[src/rtl/poll_sched_pkg.sv]
package poll_sched_pkg;
  localparam int IDX_W = 13;
  localparam int CNT_W = IDX_W + 1;

  typedef logic [IDX_W-1:0] idx_t;
  typedef logic [CNT_W-1:0] cnt_t;

  localparam cnt_t MAX_CNT = cnt_t'(1 << IDX_W);

  // Effective table size: 0 reads as 1, anything above the index range is clamped.
  function automatic cnt_t eff_count(input cnt_t n);
    if (n == '0)
      return cnt_t'(1);
    else if (n > MAX_CNT)
      return MAX_CNT;
    else
      return n;
  endfunction

  function automatic logic idx_fits(input idx_t idx, input cnt_t n);
    return {1'b0, idx} < n;
  endfunction

  // Position after an entry; may equal n, which the pointer treats as a wrap.
  function automatic cnt_t step_after(input idx_t idx);
    return {1'b0, idx} + cnt_t'(1);
  endfunction
endpackage

[src/rtl/ps_pick.sv]
module ps_pick
  import poll_sched_pkg::*;
(
  input  logic cur_mgmt,
  input  logic mgmt_en,
  input  logic jump_valid,
  input  idx_t jump_idx,
  input  idx_t seq_idx,
  input  cnt_t count,
  output logic nxt_mgmt,
  output idx_t nxt_idx,
  output logic jump_taken
);
  always_comb begin
    nxt_mgmt   = mgmt_en && !cur_mgmt;
    jump_taken = !nxt_mgmt && jump_valid && idx_fits(jump_idx, count);
    if (nxt_mgmt)
      nxt_idx = '0;
    else if (jump_taken)
      nxt_idx = jump_idx;
    else
      nxt_idx = seq_idx;
  end
endmodule

[src/rtl/ps_seq_ptr.sv]
module ps_seq_ptr
  import poll_sched_pkg::*;
(
  input  logic clk,
  input  logic rst_n,
  input  logic load,
  input  idx_t chosen,
  input  cnt_t count,
  output idx_t seq_idx,
  output logic seq_wrap
);
  cnt_t ptr;

  always_ff @(posedge clk) begin
    if (!rst_n)
      ptr <= cnt_t'(1);
    else if (load)
      ptr <= step_after(chosen);
  end

  assign seq_wrap = (ptr >= count);
  assign seq_idx  = seq_wrap ? '0 : ptr[IDX_W-1:0];
endmodule

[src/rtl/ps_sel_reg.sv]
module ps_sel_reg
  import poll_sched_pkg::*;
(
  input  logic clk,
  input  logic rst_n,
  input  logic load,
  input  logic nxt_mgmt,
  input  idx_t nxt_idx,
  output logic sel_valid,
  output idx_t sel_idx,
  output logic sel_mgmt
);
  always_ff @(posedge clk) begin
    if (!rst_n) begin
      sel_valid <= 1'b0;
      sel_idx   <= '0;
      sel_mgmt  <= 1'b0;
    end else begin
      sel_valid <= 1'b1;
      if (load) begin
        sel_idx  <= nxt_idx;
        sel_mgmt <= nxt_mgmt;
      end
    end
  end
endmodule

[src/rtl/poll_sched.sv]
module poll_sched
  import poll_sched_pkg::*;
(
  input  logic             clk,
  input  logic             rst_n,
  input  logic [CNT_W-1:0] num_entries,
  input  logic             mgmt_en,
  input  logic             jump_valid,
  input  logic [IDX_W-1:0] jump_idx,
  input  logic             poll_done,
  output logic             sel_valid,
  output logic [IDX_W-1:0] sel_idx,
  output logic             sel_mgmt
);
  cnt_t count;
  idx_t seq_idx;
  idx_t nxt_idx;
  logic nxt_mgmt;
  logic advance;
  logic load_ord;
  logic jump_taken;
  logic seq_wrap;

  assign count    = eff_count(num_entries);
  assign advance  = poll_done && sel_valid;
  assign load_ord = advance && !nxt_mgmt;

  ps_pick u_pick (
    .cur_mgmt   (sel_mgmt),
    .mgmt_en    (mgmt_en),
    .jump_valid (jump_valid),
    .jump_idx   (jump_idx),
    .seq_idx    (seq_idx),
    .count      (count),
    .nxt_mgmt   (nxt_mgmt),
    .nxt_idx    (nxt_idx),
    .jump_taken (jump_taken)
  );

  ps_seq_ptr u_ptr (
    .clk      (clk),
    .rst_n    (rst_n),
    .load     (load_ord),
    .chosen   (nxt_idx),
    .count    (count),
    .seq_idx  (seq_idx),
    .seq_wrap (seq_wrap)
  );

  ps_sel_reg u_sel (
    .clk       (clk),
    .rst_n     (rst_n),
    .load      (advance),
    .nxt_mgmt  (nxt_mgmt),
    .nxt_idx   (nxt_idx),
    .sel_valid (sel_valid),
    .sel_idx   (sel_idx),
    .sel_mgmt  (sel_mgmt)
  );
endmodule

[config.mk]
export PLATFORM = sky130hd
export DESIGN_NAME = poll_sched
export DESIGN_NICKNAME = d
export VERILOG_FILES = /design/src/rtl/poll_sched_pkg.sv /design/src/rtl/ps_pick.sv /design/src/rtl/ps_seq_ptr.sv /design/src/rtl/ps_sel_reg.sv /design/src/rtl/poll_sched.sv
export SDC_FILE = /design/constraint.sdc
export NUM_CORES = 1
export LEC_CHECK = 0
export ABC_CLOCK_PERIOD_IN_PS = 6800
export BUFFER_PORTS_ARGS = -buffer_cell sky130_fd_sc_hd__buf_2
export CORE_ASPECT_RATIO = 1.4
export CORE_MARGIN = 2
export CORE_UTILIZATION = 61
export CTS_CLUSTER_SIZE = 16
export DETAILED_ROUTE_END_ITERATION = 10
export PLACE_DENSITY = 0.95
export SKIP_LAST_GASP = 1
export SLEW_MARGIN = 10
export SYNTH_ARGS = -nofsm -noshare
export SYNTH_HDL_FRONTEND = slang
export SYNTH_HIERARCHICAL = 1
export SYNTH_SLANG_ARGS = --single-unit
[constraint.sdc]
create_clock -name clk -period 6.8 [get_ports clk]
set_input_delay 1.02 -clock clk [delete_from_list [all_inputs] [get_ports clk]]
set_output_delay 1.02 -clock clk [all_outputs]
set_load 0.005 [all_outputs]
==> Implementation_results.wiki, run 1 <==
{| class="wikitable"
! Metric !! Value
|-
| Count of antenna-violating nets left after detailed routing || 0
|-
| Final-report max-slew violation count || 0
|-
| Run status || finished with violations
|-
| Element type at the critical path start || primary input
|-
| Clock buffer count from CTS || 5
|-
| IO Pins || 47
|-
| Total inserted antenna cells || 0
|-
| Number of hold-repair buffers added at the cts stage || 0
|-
| Netlist Area Pre-Place || 2565 sq um
|-
| Synth Net Count || 357
|-
| Clock share of power || 31.7%
|-
| Chip Width || 58.81 um
|-
| Routed WL per cell || 14.68 um
|-
| Dpl hpwl || 4452 um
|-
| Total global-route track usage || 24.54%
|-
| Cell with the most instances on the worst path || sky130_fd_sc_hd__a21oi_1
|-
| Antenna violations before repair || 0
|-
| Type of the worst setup path || primary input to flop
|-
| Net Switching || 129.6 uW
|-
| Critical path peak fanout || 13
|-
| Sum of buffers and inverters on the critical path || 1
|-
| Floorplan core area || 3986 sq um
|-
| Biggest cell delay along the critical path || 670 ps
|-
| Setup violation total in the final timing report || 0
|-
| Worst hold path endpoint || u_ptr/ptr[0]
|-
| Initial DRC Count || 91
|-
| Most frequent cells in the layout || sky130_fd_sc_hd__buf_2, sky130_fd_sc_hd__inv_1, sky130_fd_sc_hd__nor2b_1, sky130_fd_sc_hd__dfxtp_1, sky130_fd_sc_hd__mux2i_1
|-
| Latest clock arrival within the worst-skew pair || 280 ps
|-
| Worst setup skew after layout || 2.184 ps
|-
| Setup TNS Final || 0 ps
|-
| Post-layout minimum cycle time || 4364 ps
|-
| Number of iterations in the first detailed-routing pass || 7
|-
| Total number of vias || 2199
|-
| Root Driver || sky130_fd_sc_hd__clkbuf_8
|-
| Layout area overhead || 10.05%
|-
| Tcrit/Tclk final || 64.18%
|-
| Layout Cells excl Fill || 380
|-
| Switching power share of the total || 29.64%
|-
| CP max-delay cell || sky130_fd_sc_hd__a2111o_1
|-
| Static Leak || 1.319 nW
|-
| Total of warnings raised by yosys || 6
|-
| Max-cap viol count || 0
|-
| Min-delay src || u_ptr/ptr[0]
|-
| FILL cells || 308
|-
| First-pass GRT wire length || 9101 um
|-
| Maximum number of pins on one net before global-route repair || 30
|-
| Required time of the critical path || 6960 ps
|-
| Power density over the cells || 154.9 nW/um^2
|-
| Number of port buffers || 46
|-
| Register-to-Register Setup Slack || 3430 ps
|-
| Final #Nets || 396
|-
| Sequential share of power || 41.8%
|-
| Rows || 27
|-
| Layout cells sized above 1 || 21.96%
|-
| Worst Hold Class || flop to flop
|-
| Clock sink count || 29
|-
| Category of the worst setup path capture point || flop
|-
| Reg-to-reg startpoint || u_sel/sel_mgmt
|-
| Count of cells along the worst hold path || 2
|-
| Unrepaired setup endpoints after global routing || no
|-
| Gates resized, CTS repair || 0
|-
| Number of cell instances on the worst register-to-register path || 9
|-
| Overflow after GRT || 0
|-
| Chain of cells forming the critical path || buf_2 -> or4_4 -> o41ai_2 -> nand2b_1 -> a21oi_1 -> o221ai_1 -> a2111o_1 -> mux2i_1 -> ha_1 -> nand3_2 -> nor4_4 -> xnor2_1 -> a21oi_1
|-
| Maximum clock frequency || 229.1 MHz
|-
| Proportion of power drawn by combinational gates || 26.5%
|-
| Buffers inserted by post-CTS timing repair || 0
|-
| Critical path's top delay family || compound AO/OA/AOI/OAI gates
|-
| Max Buffers Root-to-Sink || 2
|-
| # DRC || 4
|-
| Worst EP arrival || 4520 ps
|-
| Gate count after technology mapping || 298
|-
| Failing checks || design-rule violations
|-
| Total length of routed wires || 5577 um
|-
| Die area || 4747 sq um
|-
| Routed vias/inst || 5.787
|-
| Via count of the first global-routing pass || 2152
|-
| Capture instance of the worst register-to-register path || u_ptr/ptr[12]
|-
| Avg Inst Size Synth || 8.607 sq um
|-
| Count of H-tree levels built during CTS || 2
|-
| Most common cell after layout, fill and taps aside || sky130_fd_sc_hd__buf_2
|-
| Worst slew margin relative to its limit || 39.43%
|-
| Final Hold Violating Endpoints || 0
|-
| Hold slack final || 481.6 ps
|-
| Clk pin slew, worst setup/hold paths || 60 ps
|-
| Height of the die || 80.73 um
|-
| Placed instance count || 373
|-
| TritonCTS clock tree || done
|-
| Starting density of the core || 64.34%
|-
| Worst VDD drop || 205.5 uV
|-
| Internal power || 307.7 uW
|-
| Final GP Congestion || 0.9227
|-
| Actual transition at the worst max-transition pin || 905.7 ps
|}
layer usage:
metal	GRT usage, %	vias to the layer above	part of all wire (%)
met5	0	-	0
met4	14.09	0	3.5
met3	2.899	18	3.9
met2	42.33	61	50
met1	28.56	1021	43
li1	-	1099	-
worst max-delay path by stage:
| stage | depth (start not counted) | endpoint | from |
|---|---|---|---|
| after floorplan | 13 | u_ptr/ptr[12] | num_entries[1] |
| after global placement | 13 | u_ptr/ptr[10] | num_entries[1] |
| after detailed placement | 13 | u_ptr/ptr[12] | num_entries[1] |
| after CTS | 13 | u_ptr/ptr[12] | num_entries[1] |
| after global routing | 15 | u_ptr/ptr[12] | num_entries[1] |
| final | 13 | u_ptr/ptr[12] | num_entries[1] |
sequential cells by signal, summed over array words and instances, names as in the netlist:
name	count
u_sel/sel_mgmt	1
u_ptr/ptr	14
u_sel/sel_valid	1
u_sel/sel_idx	13
per-stage QoR:
step	worst slack, ps	cell area (sq um)	total power, mW	utilization (%)
floorplan	2740	2565	0.2730	-
global route	2133	2823	0.4607	70.81
detailed placement	2156	2733	0.3004	68.55
CTS	2449	2819	0.4404	70.72
global placement	2283	2733	0.2946	68.55
finish	2436	2823	0.4372	70.81
worst register-to-register path, cell delays in order, from the launching register on:
cell	delay (ps)
sky130_fd_sc_hd__dfxtp_1	350
sky130_fd_sc_hd__nand2b_1	480
sky130_fd_sc_hd__o2111ai_1	250
sky130_fd_sc_hd__a2111o_1	720
sky130_fd_sc_hd__mux2i_1	460
sky130_fd_sc_hd__ha_1	330
sky130_fd_sc_hd__nand3_2	150
sky130_fd_sc_hd__nor4_4	270
sky130_fd_sc_hd__xnor2_1	150
sky130_fd_sc_hd__a21oi_1	80
power by group through the flow:
stage          combinational [mW]  clock, mW  sequential [mW]
2_1_floorplan              0.0884          0            0.185
3_3_place_gp                0.109          0            0.186
3_5_place_dp                0.114          0            0.186
4_1_cts                     0.115      0.143            0.182
5_1_grt                     0.130      0.148            0.183
6_report                    0.116      0.139            0.183
cell type report:
| type | count | area (sq um) | share of cell area, % |
|---|---|---|---|
| inverter | 42 | 157.7 | 5.585 |
| multi-input combinational | 212 | 1707 | 60.46 |
| tap | 43 | 53.80 | 1.906 |
| sequential | 29 | 580.6 | 20.57 |
| clock buffer | 7 | 86.33 | 3.059 |
| timing repair buffer | 47 | 237.7 | 8.422 |
No activity file was read; power rests on OpenSTA's default activity.
==> run 2: changes to the inputs <==
--- a/config.mk
+++ b/config.mk
@@ -5,14 +5,14 @@
 export SDC_FILE = /design/constraint.sdc
 export NUM_CORES = 1
 export LEC_CHECK = 0
-export ABC_CLOCK_PERIOD_IN_PS = 6800
+export ABC_CLOCK_PERIOD_IN_PS = 4500
 export BUFFER_PORTS_ARGS = -buffer_cell sky130_fd_sc_hd__buf_2
 export CORE_ASPECT_RATIO = 1.4
 export CORE_MARGIN = 2
-export CORE_UTILIZATION = 61
+export CORE_UTILIZATION = 57
 export CTS_CLUSTER_SIZE = 16
 export DETAILED_ROUTE_END_ITERATION = 10
-export PLACE_DENSITY = 0.95
+export PLACE_DENSITY = 0.9
 export SKIP_LAST_GASP = 1
 export SLEW_MARGIN = 10
 export SYNTH_ARGS = -nofsm -noshare
==> constraint.sdc (replaced) <==
create_clock -name clk -period 4.5 [get_ports clk]
set_input_delay 0.675 -clock clk [delete_from_list [all_inputs] [get_ports clk]]
set_output_delay 0.675 -clock clk [all_outputs]
set_load 0.005 [all_outputs]
==> run 2 against run 1 <==
The run now ends clean. Total power is 52% higher. Sequential share of layout area is 0.45 points lower. Routed wire length is 0.39% lower. Worst hold slack better by 10 ps. Clock-buffer cell count stayed put. Critical path type unchanged.
==> Implementation_results.wiki, run 2 (synthesis gave the netlist of run 1 again) <==
{| class="wikitable"
! Metric !! Value
|-
| Run status || finished clean (was finished with violations)
|-
| Setup TNS Final || 0 ps (unchanged)
|-
| Layout Cells excl Fill || 403 (was 380)
|-
| Height of the die || 83.37 um (was 80.73 um)
|-
| Total global-route track usage || 22.78% (was 24.54%)
|-
| Net Switching || 195.7 uW (was 129.6 uW)
|-
| Starting density of the core || 60.01% (was 64.34%)
|-
| Initial DRC Count || 63 (was 91)
|-
| Maximum clock frequency || 251.8 MHz
|-
| Most common cell after layout, fill and taps aside || sky130_fd_sc_hd__buf_2 (unchanged)
|-
| # DRC || 0 (was 4)
|-
| Setup violation total in the final timing report || 0 (unchanged)
|-
| Clock sink count || 29 (unchanged)
|-
| Max Buffers Root-to-Sink || 2 (unchanged)
|-
| Rows || 28 (was 27)
|-
| Number of iterations in the first detailed-routing pass || 4 (was 7)
|-
| Total inserted antenna cells || 0 (unchanged)
|-
| Root Driver || sky130_fd_sc_hd__clkbuf_8 (unchanged)
|-
| Tcrit/Tclk final || 88.24%
|-
| Maximum number of pins on one net before global-route repair || 30 (unchanged)
|-
| IO Pins || 47 (unchanged)
|-
| Die area || 5060 sq um (was 4747 sq um)
|-
| Proportion of power drawn by combinational gates || 27.0% (was 26.5%)
|-
| Layout area overhead || 12.49% (was 10.05%)
|-
| Biggest cell delay along the critical path || 570 ps (was 670 ps)
|-
| Via count of the first global-routing pass || 2096 (was 2152)
|-
| Antenna violations before repair || 0 (unchanged)
|-
| First-pass GRT wire length || 9059 um (was 9101 um)
|-
| Layout cells sized above 1 || 23.03% (was 21.96%)
|-
| Clk pin slew, worst setup/hold paths || 60 ps (about the same)
|-
| Internal power || 469.4 uW (was 307.7 uW)
|-
| Routed WL per cell || 13.78 um (was 14.68 um)
|-
| Worst setup skew after layout || 5.574 ps (was 2.184 ps)
|-
| Final-report max-slew violation count || 0 (unchanged)
|-
| Most frequent cells in the layout || sky130_fd_sc_hd__buf_2, sky130_fd_sc_hd__inv_1, sky130_fd_sc_hd__nor2b_1, sky130_fd_sc_hd__dfxtp_1, sky130_fd_sc_hd__mux2i_1 (unchanged)
|-
| Worst EP arrival || 4130 ps (was 4520 ps)
|-
| Routed vias/inst || 5.419 (was 5.787)
|-
| Element type at the critical path start || primary input (unchanged)
|-
| Largest registers || u_ptr/ptr (14), u_sel/sel_idx (13) (unchanged)
|-
| Max-cap viol count || 0 (unchanged)
|-
| Clock share of power || 31.6% (was 31.7%)
|-
| Switching power share of the total || 29.42% (was 29.64%)
|-
| Power density over the cells || 230.5 nW/um^2 (was 154.9 nW/um^2)
|-
| Sequential share of power || 41.4% (was 41.8%)
|-
| Unrepaired setup endpoints after global routing || no (unchanged)
|-
| Required time of the critical path || 4660 ps (was 6960 ps)
|-
| Placed instance count || 396 (was 373)
|-
| Top register by number of flip-flops || u_ptr/ptr (unchanged)
|-
| Final Hold Violating Endpoints || 0 (unchanged)
|-
| Design area || 2885 sq um (was 2823 sq um)
|-
| Number of hold-repair buffers added at the cts stage || 0 (unchanged)
|-
| Latest clock arrival within the worst-skew pair || 280 ps (about the same)
|-
| Floorplan core area || 4274 sq um (was 3986 sq um)
|-
| Actual transition at the worst max-transition pin || 864.1 ps (was 905.7 ps)
|-
| Cell with the most instances on the worst path || sky130_fd_sc_hd__a21oi_1 (unchanged)
|-
| Dpl hpwl || 4434 um (was 4452 um)
|-
| Number of port buffers || 46 (unchanged)
|-
| Worst Hold Class || flop to flop (unchanged)
|-
| Total number of vias || 2184 (was 2199)
|-
| Chain of cells forming the critical path || buf_2 -> or4_4 -> o41ai_2 -> nand2b_1 -> a21oi_1 -> o221ai_1 -> a2111o_1 -> buf_4 -> mux2i_1 -> nand4_2 -> nor3_1 -> xnor2_1 -> a21oi_1 (was buf_2 -> or4_4 -> o41ai_2 -> nand2b_1 -> a21oi_1 -> o221ai_1 -> a2111o_1 -> mux2i_1 -> ha_1 -> nand3_2 -> nor4_4 -> xnor2_1 -> a21oi_1)
|-
| Type of the worst setup path || primary input to flop (unchanged)
|-
| Final GP Congestion || 0.8467 (was 0.9227)
|-
| Category of the worst setup path capture point || flop (unchanged)
|-
| Max FFs per register || 14 (unchanged)
|-
| CP max-delay cell || sky130_fd_sc_hd__a2111o_1 (unchanged)
|-
| Final #Nets || 402 (was 396)
|-
| Clock buffer count from CTS || 5 (unchanged)
|-
| Critical path peak fanout || 7 (was 13)
|-
| Chip Width || 60.70 um (was 58.81 um)
|-
| Post-layout minimum cycle time || 3971 ps
|-
| Post-placement cell area || 2799 sq um (was 2733 sq um)
|-
| Gates resized, CTS repair || 0 (unchanged)
|-
| Worst slew margin relative to its limit || 42.21% (was 39.43%)
|-
| Count of cells along the worst hold path || 2 (unchanged)
|-
| Buffers inserted by post-CTS timing repair || 0 (unchanged)
|-
| Static Leak || 1.348 nW (was 1.319 nW)
|-
| Number of cell instances on the worst register-to-register path || 12 (was 9)
|-
| Worst VDD drop || 237.5 uV (was 205.5 uV)
|-
| Count of antenna-violating nets left after detailed routing || 0 (unchanged)
|-
| Total length of routed wires || 5555 um (was 5577 um)
|-
| Overflow after GRT || 0 (unchanged)
|-
| Count of H-tree levels built during CTS || 2 (unchanged)
|-
| TritonCTS clock tree || done (unchanged)
|}
run 2: cell count changes in the layout (fill, tap and decap cells not counted), sizes merged:
cell  delta
buf      +6
run 2: cell type report:
| type | instances | area, sq um |
|---|---|---|
| clock buffer | 7 | 86.33 |
| fill | 345 | 1389 |
| inverter | 42 | 157.7 |
| multi-input combinational | 212 | 1703 |
| sequential | 29 | 580.6 |
| tap | 60 | 75.07 |
| timing repair buffer | 53 | 282.8 |
run 2: metrics by stage:
step	power [mW]	worst slack [ps]	utilization, %	hold slack (ps)
3_5_place_dp	0.4597	253.1	65.49	477.4
2_1_floorplan	0.4125	785.4	-	444.2
5_1_grt	0.7076	285.5	67.51	525.5
4_1_cts	0.6725	540.0	67.51	492.6
3_3_place_gp	0.4509	294.6	65.49	467.8
6_report	0.6651	529.2	67.51	492.0
run 2: power by group through the flow:
stage	clock, mW	combinational, mW	sequential [mW]
floorplan	0	0.134	0.279
global placement	0	0.171	0.280
detailed placement	0	0.179	0.281
CTS	0.217	0.180	0.275
global route	0.229	0.202	0.276
finish	0.210	0.180	0.275
run 2: worst max-delay path: cells and delay by family:
family          cells  cell delay [ps]
simple gates        4             1120
compound gates      5             1390
mux                 1              410
xor+xnor            1              160
buf+inv             2              350
run 2: path summary, 6_finish.rpt:
| path | to | from | slack (ps) |
|---|---|---|---|
| setup / recovery | u_ptr/ptr[11] | num_entries[1] | 530 |
| hold / removal | u_ptr/ptr[0] | u_ptr/ptr[0] | 490 |
| setup reg to reg | u_ptr/ptr[10] | u_ptr/ptr[5] | 1430 |
| hold reg to reg | u_ptr/ptr[0] | u_ptr/ptr[0] | 490 |
run 2: metal layers:
metal	vias up	share of wire, %	GRT usage, %
met4	0	1.8	7.708
met3	10	3.8	4.050
met1	1007	42	26.20
met5	-	0	0
li1	1116	-	-
met2	51	52	40.37
==> run 3: changes to the inputs <==
--- a/config.mk
+++ b/config.mk
@@ -5,14 +5,15 @@
 export SDC_FILE = /design/constraint.sdc
 export NUM_CORES = 1
 export LEC_CHECK = 0
+export ABC_AREA = 1
 export ABC_CLOCK_PERIOD_IN_PS = 4500
 export BUFFER_PORTS_ARGS = -buffer_cell sky130_fd_sc_hd__buf_2
 export CORE_ASPECT_RATIO = 1.4
 export CORE_MARGIN = 2
-export CORE_UTILIZATION = 57
+export CORE_UTILIZATION = 58
 export CTS_CLUSTER_SIZE = 16
 export DETAILED_ROUTE_END_ITERATION = 10
-export PLACE_DENSITY = 0.9
+export PLACE_DENSITY = 0.91
 export SKIP_LAST_GASP = 1
 export SLEW_MARGIN = 10
 export SYNTH_ARGS = -nofsm -noshare
==> run 3 against run 2 <==
Sequential share of layout area shrank 1.9 points. Combinational power rose by 26%. Register-to-register slack better by 370 ps. Worst hold slack worse by 23 ps. Critical endpoint is now u_ptr/ptr[12]. Utilization is 1.8 points lower. Worst setup slack better by 200 ps. Non-clock buffer count shrank 7. Largest power group unchanged. Critical path depth increased by 12.
==> Implementation_results.wiki, run 3 <==
{| class="wikitable"
! Metric !! Value
|-
| Power density over the cells || 247.2 nW/um^2 (was 230.5 nW/um^2)
|-
| Count of H-tree levels built during CTS || 2 (unchanged)
|-
| Gates resized, CTS repair || 0 (unchanged)
|-
| Clock sink count || 29 (unchanged)
|-
| IO Pins || 47 (unchanged)
|-
| TritonCTS clock tree || done (unchanged)
|-
| Maximum clock frequency || 265.0 MHz (was 251.8 MHz)
|-
| Total inserted antenna cells || 0 (unchanged)
|-
| Layout Utilization || 65.71% (was 67.51%)
|-
| Net Switching || 246.9 uW (was 195.7 uW)
|-
| Overflow after GRT || 0 (unchanged)
|-
| Total global-route track usage || 22.63% (was 22.78%)
|-
| Run status || finished clean (unchanged)
|-
| Final-report max-slew violation count || 0 (unchanged)
|-
| Latest clock arrival within the worst-skew pair || 280 ps (about the same)
|-
| Root Driver || sky130_fd_sc_hd__clkbuf_8 (unchanged)
|-
| Type of the worst setup path || primary input to flop (unchanged)
|-
| Clock share of power || 35.3% (was 31.6%)
|-
| Final GP Congestion || 0.8755 (was 0.8467)
|-
| # DRC || 0 (unchanged)
|-
| Total of warnings raised by yosys || 6 (unchanged)
|-
| Worst Hold Class || flop to flop (unchanged)
|-
| Area of combinational cells with multiple inputs || 1768 sq um (was 1703 sq um)
|-
| Avg Inst Size Synth || 6.067 sq um (was 8.607 sq um)
|-
| Switching power share of the total || 31.39% (was 29.42%)
|-
| Netlist Area Pre-Place || 2894 sq um (was 2565 sq um)
|-
| Number of iterations in the first detailed-routing pass || 4 (unchanged)
|-
| Antenna violations before repair || 0 (unchanged)
|-
| Most frequent cells in the layout || sky130_fd_sc_hd__nand2_1, sky130_fd_sc_hd__inv_1, sky130_fd_sc_hd__nor2_1 (was sky130_fd_sc_hd__buf_2, sky130_fd_sc_hd__inv_1, sky130_fd_sc_hd__nor2b_1, sky130_fd_sc_hd__dfxtp_1, sky130_fd_sc_hd__mux2i_1)
|-
| Worst setup skew after layout || 4.177 ps (was 5.574 ps)
|-
| Most common cell after layout, fill and taps aside || sky130_fd_sc_hd__nand2_1 (was sky130_fd_sc_hd__buf_2)
|-
| Storage cell area || 580.6 sq um (unchanged)
|-
| Number of hold-repair buffers added at the cts stage || 0 (unchanged)
|-
| Internal power || 539.8 uW (was 469.4 uW)
|-
| Via count of the first global-routing pass || 2571 (was 2096)
|-
| Clk pin slew, worst setup/hold paths || 60 ps (about the same)
|-
| Proportion of power drawn by combinational gates || 28.8% (was 27.0%)
|-
| Worst VDD drop || 222.7 uV (was 237.5 uV)
|-
| Layout cells sized above 1 || 17.25% (was 23.03%)
|-
| Setup TNS Final || 0 ps (unchanged)
|-
| Element type at the critical path start || primary input (unchanged)
|-
| Layout Cells excl Fill || 580 (was 403)
|-
| FILL cells || 462 (was 345)
|-
| Floorplan core area || 4842 sq um (was 4274 sq um)
|-
| Category of the worst setup path capture point || flop (unchanged)
|-
| Height of the die || 87.58 um (was 83.37 um)
|-
| Synth Net Count || 536 (was 357)
|-
| Routed WL per cell || 10.66 um (was 13.78 um)
|-
| Dpl hpwl || 4995 um (was 4434 um)
|-
| Post-layout minimum cycle time || 3774 ps (was 3971 ps)
|-
| Largest registers || u_ptr/ptr (14), u_sel/sel_idx (13) (unchanged)
|-
| Buffers inserted by post-CTS timing repair || 0 (unchanged)
|-
| Tcrit/Tclk final || 83.86% (was 88.24%)
|-
| Maximum number of pins on one net before global-route repair || 29 (was 30)
|-
| Setup violation total in the final timing report || 0 (unchanged)
|-
| Placed instance count || 572 (was 396)
|-
| Critical path peak fanout || 13 (was 7)
|-
| Worst EP arrival || 3960 ps (was 4130 ps)
|-
| Layout area overhead || 9.944% (was 12.49%)
|-
| Max-cap viol count || 0 (unchanged)
|-
| Required time of the critical path || 4680 ps (was 4660 ps)
|-
| Max Buffers Root-to-Sink || 2 (unchanged)
|-
| Routed vias/inst || 4.876 (was 5.419)
|-
| Total length of routed wires || 6182 um (was 5555 um)
|-
| First-pass GRT wire length || 10300 um (was 9059 um)
|-
| Sequential share of power || 35.9% (was 41.4%)
|-
| Total number of vias || 2828 (was 2184)
|-
| Actual transition at the worst max-transition pin || 712.2 ps (was 864.1 ps)
|-
| Static Leak || 1.728 nW (was 1.348 nW)
|-
| Gate count after technology mapping || 477 (was 298)
|-
| Final Hold Violating Endpoints || 0 (unchanged)
|-
| Clock buffer count from CTS || 5 (unchanged)
|-
| Number of port buffers || 46 (unchanged)
|-
| Rows || 30 (was 28)
|-
| Count of antenna-violating nets left after detailed routing || 0 (unchanged)
|-
| Die area || 5579 sq um (was 5060 sq um)
|-
| Final #Nets || 574 (was 402)
|-
| Unrepaired setup endpoints after global routing || no (unchanged)
|-
| Worst slew margin relative to its limit || 52.47% (was 42.21%)
|-
| Register-to-Register Setup Slack || 1800 ps (was 1430 ps)
|-
| Top register by number of flip-flops || u_ptr/ptr (unchanged)
|-
| Max FFs per register || 14 (unchanged)
|-
| Initial DRC Count || 106 (was 63)
|-
| Starting density of the core || 59.77% (was 60.01%)
|-
| Chip Width || 63.70 um (was 60.70 um)
|}
## run 3: stage by stage
stage	hold WS, ps	area (sq um)	total power, mW	setup WS (ps)
4_1_cts	470.9	3182	0.7942	739.9
2_1_floorplan	442.6	2894	0.4611	1144
5_1_grt	483.5	3182	0.8374	284.5
6_report	469.3	3182	0.7867	726.2
3_5_place_dp	461.1	3065	0.5131	450.8
3_3_place_gp	455.7	3065	0.5038	539.6
## run 3: worst max-delay path, cell delays in order
cell                       delay, ps
sky130_fd_sc_hd__buf_2           110
sky130_fd_sc_hd__nor2_1          170
sky130_fd_sc_hd__nand2_2          90
sky130_fd_sc_hd__nor2_2          100
sky130_fd_sc_hd__nand2_2         220
sky130_fd_sc_hd__a21boi_1        260
sky130_fd_sc_hd__inv_1            70
sky130_fd_sc_hd__ha_1            310
sky130_fd_sc_hd__nand2_1          70
sky130_fd_sc_hd__inv_1            50
sky130_fd_sc_hd__nand2_1          70
sky130_fd_sc_hd__nor2_1           40
sky130_fd_sc_hd__nor2_1          100
sky130_fd_sc_hd__nand3_2         240
sky130_fd_sc_hd__nor2_1          150
sky130_fd_sc_hd__a21oi_1          50
sky130_fd_sc_hd__nor2_1          280
sky130_fd_sc_hd__ha_1            260
sky130_fd_sc_hd__nand3_2         130
sky130_fd_sc_hd__nor2_4          190
sky130_fd_sc_hd__nand3_1          90
sky130_fd_sc_hd__nand2_1          60
sky130_fd_sc_hd__nand3_1          60
sky130_fd_sc_hd__nand2_1          80
sky130_fd_sc_hd__inv_1            30
## run 3: final timing paths
check,start,endpoint,cells after the start
worst max register to register,u_ptr/ptr[0],u_ptr/ptr[12],19
worst min-delay path,u_sel/sel_idx[12],u_sel/sel_idx[12],2
worst max-delay path,num_entries[7],u_ptr/ptr[12],25
worst min register to register,u_sel/sel_idx[12],u_sel/sel_idx[12],2
## run 3: routing by layer
metal	vias to the layer above	share of wire (%)	global-route usage, %
met5	-	0	0
met4	0	1.4	8.300
met3	7	3.1	2.057
met2	48	51	44.50
met1	1262	44	24.96
li1	1511	-	-
## run 3: power groups by stage
stage	Clock, mW	Combinational, mW	Sequential [mW]
floorplan	0	0.174	0.287
global placement	0	0.216	0.288
detailed placement	0	0.225	0.288
CTS	0.285	0.226	0.283
global route	0.293	0.260	0.284
finish	0.278	0.226	0.283
## run 3: final cells by class
| class | instances | area share, % |
|---|---|---|
| repair buffers | 46 | 7.236 |
| flip-flops and latches | 29 | 18.25 |
| inverters | 107 | 12.78 |
| clock inverters | 1 | 0.9438 |
| multi-input cells | 326 | 55.56 |
| clock buffers | 7 | 2.713 |
| well taps | 64 | 2.517 |
